--- src/rtl/ptw_pkg.sv ---
// Package: shared sizes, field positions and encodings of the table walker.
// Assumes 32-bit entries and a byte-addressed memory returning whole words.
package ptw_pkg;
    localparam int VA_W    = 32;
    localparam int IDX_W   = 10;
    localparam int OFF_W   = 12;
    localparam int PPN_W   = 20;
    localparam int PTE_W   = 32;
    localparam int LEVELS  = 2;
    localparam int ENT_LG2 = 2;

    localparam int PTE_V_BIT = 31;
    localparam int PTE_R_BIT = 30;
    localparam int PTE_X_BIT = 28;

    typedef enum logic [2:0] {
        ST_IDLE, ST_L1_READ, ST_L1_WAIT, ST_L2_READ, ST_L2_WAIT, ST_DONE
    } walk_state_t;

    typedef enum logic [1:0] {
        FLT_NONE = 2'b00,
        FLT_DIR  = 2'b01,
        FLT_PAGE = 2'b10,
        FLT_PERM = 2'b11
    } fault_t;

    typedef enum logic [1:0] {
        ACC_READ  = 2'b00,
        ACC_WRITE = 2'b01,
        ACC_FETCH = 2'b10,
        ACC_RSVD  = 2'b11
    } acc_t;
endpackage

--- src/rtl/ptw_root_reg.sv ---
// Module: root table page register.
// Holds the physical page of the first-level table; software rewrites it
// to change address space. Assumes writes may arrive in any cycle.
module ptw_root_reg #(
    parameter int PPN_W = 20
) (
    input  logic             clk,
    input  logic             rst_n,
    input  logic             we_i,
    input  logic [PPN_W-1:0] wdata_i,
    output logic [PPN_W-1:0] root_o
);
    // Capture a software write; clear on reset.
    always_ff @(posedge clk) begin
        if (!rst_n)    root_o <= '0;
        else if (we_i) root_o <= wdata_i;
    end
endmodule

--- src/rtl/ptw_entry_addr.sv ---
// Module: entry address generator for one table level.
// Forms the table page base shifted to a byte address plus the index scaled
// by the entry size. Assumes tables are page aligned.
module ptw_entry_addr #(
    parameter int PPN_W   = 20,
    parameter int IDX_W   = 10,
    parameter int OFF_W   = 12,
    parameter int ENT_LG2 = 2,
    localparam int ADDR_W = PPN_W + OFF_W
) (
    input  logic [PPN_W-1:0]  tbl_ppn_i,
    input  logic [IDX_W-1:0]  idx_i,
    output logic [ADDR_W-1:0] addr_o
);
    logic [ADDR_W-1:0] page_base;
    logic [ADDR_W-1:0] slot_off;

    // Scale page number and index into byte quantities and sum them.
    always_comb begin
        page_base = {tbl_ppn_i, {OFF_W{1'b0}}};
        slot_off  = ADDR_W'({idx_i, {ENT_LG2{1'b0}}});
        addr_o    = page_base + slot_off;
    end
endmodule

--- src/rtl/ptw_perm_check.sv ---
// Module: permission check for a resident page.
// Rights are {read, write, fetch}; the reserved access kind is never granted.
module ptw_perm_check
    import ptw_pkg::*;
(
    input  logic [1:0] kind_i,
    input  logic [2:0] rights_i,
    output logic       allow_o
);
    // Select the one rights bit that the access kind needs.
    always_comb begin
        unique case (acc_t'(kind_i))
            ACC_READ:  allow_o = rights_i[2];
            ACC_WRITE: allow_o = rights_i[1];
            ACC_FETCH: allow_o = rights_i[0];
            default:   allow_o = 1'b0;
        endcase
    end
endmodule

--- src/rtl/ptw_walker.sv ---
// Module: two-level table walker (top).
// Accepts one request when idle, reads the first-level entry, stops with a
// fault if it is not valid, otherwise reads the second-level entry, checks
// validity then rights, and posts a registered result with a one-cycle done.
// Assumes a memory that answers each read with mem_rd_valid after one or
// more cycles and never answers unasked.
module ptw_walker
    import ptw_pkg::*;
#(
    parameter int P_VA_W  = VA_W,
    parameter int P_IDX_W = IDX_W,
    parameter int P_OFF_W = OFF_W,
    parameter int P_PPN_W = PPN_W,
    parameter int P_PTE_W = PTE_W,
    localparam int MA_W   = P_PPN_W + P_OFF_W
) (
    input  logic               clk,
    input  logic               rst_n,
    input  logic               root_we,
    input  logic [P_PPN_W-1:0] root_wdata,
    input  logic               req_valid,
    input  logic [P_VA_W-1:0]  req_vaddr,
    input  logic [1:0]         req_kind,
    output logic               req_ready,
    output logic               mem_rd_en,
    output logic [MA_W-1:0]    mem_rd_addr,
    input  logic               mem_rd_valid,
    input  logic [P_PTE_W-1:0] mem_rd_data,
    output logic               done,
    output logic [1:0]         fault,
    output logic [P_PPN_W-1:0] ppn,
    output logic [2:0]         rights,
    output logic [MA_W-1:0]    paddr
);
    walk_state_t        state_q;
    logic [P_VA_W-1:0]  va_q;
    logic [1:0]         kind_q;
    logic [P_PPN_W-1:0] tbl_ppn_q;
    logic [P_PPN_W-1:0] root_q;
    logic [MA_W-1:0]    lvl_addr [LEVELS];
    logic               allow;
    logic               ent_valid;
    logic [2:0]         ent_rights;
    logic [P_PPN_W-1:0] ent_ppn;
    logic               unused_pte_bits;

    ptw_root_reg #(.PPN_W(P_PPN_W)) u_root (
        .clk     (clk),
        .rst_n   (rst_n),
        .we_i    (root_we),
        .wdata_i (root_wdata),
        .root_o  (root_q)
    );

    // One address generator per level, each on its own index slice.
    for (genvar g = 0; g < LEVELS; g++) begin : g_lvl
        ptw_entry_addr #(
            .PPN_W(P_PPN_W), .IDX_W(P_IDX_W), .OFF_W(P_OFF_W), .ENT_LG2(ENT_LG2)
        ) u_addr (
            .tbl_ppn_i (tbl_ppn_q),
            .idx_i     (va_q[P_VA_W-1-g*P_IDX_W -: P_IDX_W]),
            .addr_o    (lvl_addr[g])
        );
    end

    // Split the returned entry into its fields.
    always_comb begin
        ent_valid  = mem_rd_data[PTE_V_BIT];
        ent_rights = mem_rd_data[PTE_R_BIT:PTE_X_BIT];
        ent_ppn    = mem_rd_data[P_PPN_W-1:0];
    end
    assign unused_pte_bits = ^mem_rd_data[PTE_X_BIT-1:P_PPN_W];

    ptw_perm_check u_perm (
        .kind_i   (kind_q),
        .rights_i (ent_rights),
        .allow_o  (allow)
    );

    // Handshake and memory port driven from the walk state.
    always_comb begin
        req_ready   = (state_q == ST_IDLE);
        done        = (state_q == ST_DONE);
        mem_rd_en   = (state_q == ST_L1_READ) || (state_q == ST_L2_READ);
        mem_rd_addr = (state_q == ST_L2_READ) ? lvl_addr[1] : lvl_addr[0];
    end

    // Walk sequencer and result registers.
    always_ff @(posedge clk) begin
        if (!rst_n) begin
            state_q   <= ST_IDLE;
            va_q      <= '0;
            kind_q    <= '0;
            tbl_ppn_q <= '0;
            fault     <= FLT_NONE;
            ppn       <= '0;
            rights    <= '0;
            paddr     <= '0;
        end else begin
            unique case (state_q)
                ST_IDLE: begin
                    if (req_valid) begin
                        va_q      <= req_vaddr;
                        kind_q    <= req_kind;
                        tbl_ppn_q <= root_q;
                        state_q   <= ST_L1_READ;
                    end
                end
                ST_L1_READ: state_q <= ST_L1_WAIT;
                ST_L1_WAIT: begin
                    if (mem_rd_valid) begin
                        if (!ent_valid) begin
                            fault   <= FLT_DIR;
                            ppn     <= '0;
                            rights  <= '0;
                            paddr   <= '0;
                            state_q <= ST_DONE;
                        end else begin
                            tbl_ppn_q <= ent_ppn;
                            state_q   <= ST_L2_READ;
                        end
                    end
                end
                ST_L2_READ: state_q <= ST_L2_WAIT;
                ST_L2_WAIT: begin
                    if (mem_rd_valid) begin
                        state_q <= ST_DONE;
                        if (!ent_valid || !allow) begin
                            fault  <= !ent_valid ? FLT_PAGE : FLT_PERM;
                            ppn    <= '0;
                            rights <= '0;
                            paddr  <= '0;
                        end else begin
                            fault  <= FLT_NONE;
                            ppn    <= ent_ppn;
                            rights <= ent_rights;
                            paddr  <= {ent_ppn, va_q[P_OFF_W-1:0]};
                        end
                    end
                end
                ST_DONE: state_q <= ST_IDLE;
                default: state_q <= ST_IDLE;
            endcase
        end
    end
endmodule

--- config.mk ---
export PLATFORM = sky130hd
export DESIGN_NAME = ptw_walker
export DESIGN_NICKNAME = d
export VERILOG_FILES = /design/src/rtl/ptw_pkg.sv /design/src/rtl/ptw_root_reg.sv /design/src/rtl/ptw_entry_addr.sv /design/src/rtl/ptw_perm_check.sv /design/src/rtl/ptw_walker.sv
export SDC_FILE = /design/constraint.sdc
export NUM_CORES = 1
export LEC_CHECK = 0
export BUFFER_PORTS_ARGS = -buffer_cell sky130_fd_sc_hd__buf_2
export CORE_MARGIN = 5
export CORE_UTILIZATION = 39
export DETAILED_ROUTE_END_ITERATION = 10
export PLACE_DENSITY = 0.67
export SLEW_MARGIN = 40
export SYNTH_ARGS = -nofsm -noshare
export SYNTH_HDL_FRONTEND = slang
export SYNTH_SLANG_ARGS = --single-unit
--- constraint.sdc ---
create_clock -name clk -period 2.27 [get_ports clk]
set_input_delay 0.227 -clock clk [delete_from_list [all_inputs] [get_ports clk]]
set_output_delay 0.227 -clock clk [all_outputs]
set_load 0.05 [all_outputs]
==> metrics <==
cell depth of the worst min-delay path=2; count of instances resized after the clock tree is built=0; Core Util, Final=50.5%; number of antenna violations at the first check in global routing=0; run status=completed; number of search-and-repair iterations in the first detailed-routing pass=4; WL met3=1.15 mm; Iteration-0 DRC Markers=211; die area=0.0141 mm^2; horizontal die dimension=119 um; I/O pin total=183; Detail Route Antenna Nets=0; path type of the worst min-delay path=input pin to flop; R2R Path Start=state_q[1]$_SDFFE_PN0P_; category of the critical setup timing path=flop to output pin; hold wc startpoint=mem_rd_data[11]; number of hold-repair buffers added at the cts stage=0; static power due to leakage=2.73 nW; number of H-tree branching levels=4; total length of routed met2 wires=5.38 mm; antenna cells=0; total number of placement rows=39; maximum number of pins on one net before global-route repair=41; Remaining DRCs=0; initial standard-cell utilization of the core=40.1%; number of clock sinks=114; max incr delay on CP=0.51 ns; Placed Area=0.00526 mm^2; Routed WL per cell=15.5 um; Synth cell types=36; final-stage net count=694; transition time of the tightest slew-check pin=0.638 ns; minimum period implied by the final worst setup slack=2.12 ns; vias post-DR=3746; critical path data arrival time=1.89 ns; part of the Yosys area used for sequential elements=49.7%; via count of the first global-routing pass=3798; maximum clock frequency=0.472 GHz; TNS Setup=0 ns; Post-Route WL=11.7 mm; maximum fanout count along the critical path=11; cell chosen for the clock root=clkbuf_16; die height=119 um; Slew Limit Fails=0; Pwr Total=5.41 mW; post-route cell area=0.00579 mm^2; port bufs=172; synthesized cell area=0.00459 mm^2; warnings from Yosys=0; Overflow after GRT=0; max-cap check violation count=0; peak ir drop on the vdd network=0.000672 V; worst-skew pair later-pin latency=0.41 ns; CTS buffer count=17; buffer count from post-CTS setup fixing=0; setup repair after global routing missed its margin=false; Final HPWL DP=8.28 mm; Via-to-Cell Ratio=4.96; fraction of final layout cells sized beyond drive strength 1=37.7%; maximum buffer depth of the clock tree=2; clock transition time at the flip-flop clock pins of the worst setup and hold paths=0.05 ns; top metal layer carrying routed signals=met4; Met1 Wirelength=4.94 mm; fraction of the cycle the final worst path needs=93.3%; number of failing hold endpoints at the final stage=0; power density over the cells=935 mW/mm^2; endpoint kind of the worst setup timing path=output pin; slack of the worst reg-to-reg path=0.55 ns; hold_ws=0.0405 ns; launching element type of the critical path=flop; Rel. slew slack=57.5%; required time at the endpoint of the critical path=2.04 ns; capturing point of the worst reg2reg path=tbl_ppn_q[3]$_SDFFE_PN0P_; average cell area after synthesis=9.71 um^2; final count of negative-setup-slack endpoints=0; core box area=0.0115 mm^2; Area Growth Syn to Fin=26.0%; clock tree from TritonCTS=built; gpl congestion=0.799; synthesized netlist cell count=473; Register-to-Register Path Depth=5; Critical Path, Cell by Cell=nand2_1, mux2_2, buf_2; Max stage delay cell, worst path=dfxtp_1; overall routing resource usage=16.7%; global-route wire length before repair=18.8 mm; terminating pin of the worst hold path=ppn[11]$_SDFFE_PN0P_; skew final=0.00608 ns; Synth Register Bits=114
-- worst max-delay path by stage --
stage	start	to	slack, ns
detailed placement	state_q[1]$_SDFFE_PN0P_	tbl_ppn_q[13]$_SDFFE_PN0P_	0.54
floorplan	state_q[0]$_SDFFE_PN0P_	mem_rd_addr[10]	0.23
finish	state_q[1]$_SDFFE_PN0P_	mem_rd_addr[7]	0.15
CTS	state_q[1]$_SDFFE_PN0P_	mem_rd_addr[9]	0.10
global placement	state_q[1]$_SDFFE_PN0P_	mem_rd_addr[9]	0.56
global route	state_q[1]$_SDFFE_PN0P_	mem_rd_addr[6]	0.02
-- power by group --
part	switching (mW)	total [mW]	internal [mW]
Clock	0.854	2.41	1.56
Sequential	0.0614	2.19	2.13
Combinational	0.560	0.812	0.252
-- synthesized netlist by cell type --
| library cell | instances | area (um^2) |
|---|---|---|
| a21boi_0 | 1 | 7.51 |
| clkbuf_1 | 7 | 26.3 |
| o2bb2ai_1 | 1 | 8.76 |
| conb_1 | 1 | 3.75 |
| nand3b_4 | 1 | 20.0 |
| buf_4 | 47 | 353 |
| o21a_1 | 1 | 7.51 |
| buf_1 | 3 | 11.3 |
| a211oi_2 | 1 | 12.5 |
| nor3_1 | 2 | 10.0 |
| nor2_1 | 24 | 90.1 |
| a21oi_1 | 55 | 275 |
| a22o_1 | 35 | 307 |
| nand3_1 | 1 | 5.00 |
| a21o_1 | 1 | 7.51 |
| inv_1 | 3 | 11.3 |
| nor3_4 | 1 | 16.3 |
| o21ai_2 | 1 | 8.76 |
| nand2b_4 | 2 | 27.5 |
| o22a_1 | 1 | 8.76 |
| buf_2 | 14 | 70.1 |
| o21ai_0 | 20 | 100 |
| nor3b_1 | 2 | 15.0 |
| a211oi_1 | 1 | 7.51 |
| nor2b_1 | 1 | 6.26 |
| nand3b_1 | 1 | 7.51 |
| nor3_2 | 1 | 10.0 |
| a31oi_4 | 1 | 21.3 |
| or3_1 | 1 | 6.26 |
| mux2i_1 | 42 | 420 |
| nand2_1 | 70 | 263 |
| a32oi_1 | 1 | 8.76 |
| nand2b_1 | 2 | 12.5 |
| buf_6 | 3 | 33.8 |
| mux2_2 | 10 | 113 |
| dfxtp_1 | 114 | 2280 |
-- sequential cells by signal (all words and copies together), names as in the netlist --
register and cells:
va_q 32, ppn 20, tbl_ppn_q 20, u_root.root_o 20, paddr 12, rights 3, state_q 3, fault 2
kind_q 2
-- layer usage --
metal  GRT usage (%)  up-vias
li1                -     1846
met1            19.1     1725
met2            26.9      152
met3            7.31       23
met4            7.37        0
met5               0        -
-- area by class of cell --
| type | count | area [um^2] |
|---|---|---|
| fillers | 1105 | 5680 |
| flip-flops and latches | 114 | 2280 |
| inverters | 3 | 11.3 |
| clock buffers | 23 | 478 |
| repair buffers | 184 | 951 |
| well taps | 143 | 179 |
| clock inverters | 6 | 57.6 |
| multi-input cells | 283 | 1830 |
-- layout by cell type (no fill, tap or decap), types with 2 or more instances in the layout --
master and n:
buf_2 172, dfxtp_1 114, nand2_1 70, a21oi_1 55
mux2i_1 42, a22o_1 35, nor2_1 23, o21ai_0 20
clkbuf_16 17, buf_4 12, mux2_2 10, clkinv_2 4
clkbuf_8 3, clkbuf_1 3, nor3_1 2, inv_1 2
nand2b_1 2, nand2b_4 2, nor3_4 2, conb_1 2
-- kinds of logic after synthesis --
| logic type | after synthesis | synth area share, % |
|---|---|---|
| AOI/OAI and AO/OA | 120 | 17.0 |
| DFF | 114 | 49.7 |
| and+or+nand+nor | 109 | 10.6 |
| buffers and inverters | 77 | 11.0 |
| muxes | 52 | 11.6 |
| other | 1 | 0.0816 |
-- through the flow --
| stage | setup slack, ns | std cells |
|---|---|---|
| after floorplan | 0.230 | 474 |
| after global placement | 0.562 | 727 |
| after global routing | 0.0222 | 756 |
| final | 0.152 | 756 |
| after detailed placement | 0.542 | 727 |
| after CTS | 0.102 | 756 |
-- critical path: cells and delay by family, from the launching register on --
family / cells / cell delay [ns]
flops: 1 / 0.51
mux: 1 / 0.39
simple gates: 1 / 0.37
buf+inv: 1 / 0.21
Note: power is estimated with default switching activity, not from simulation.
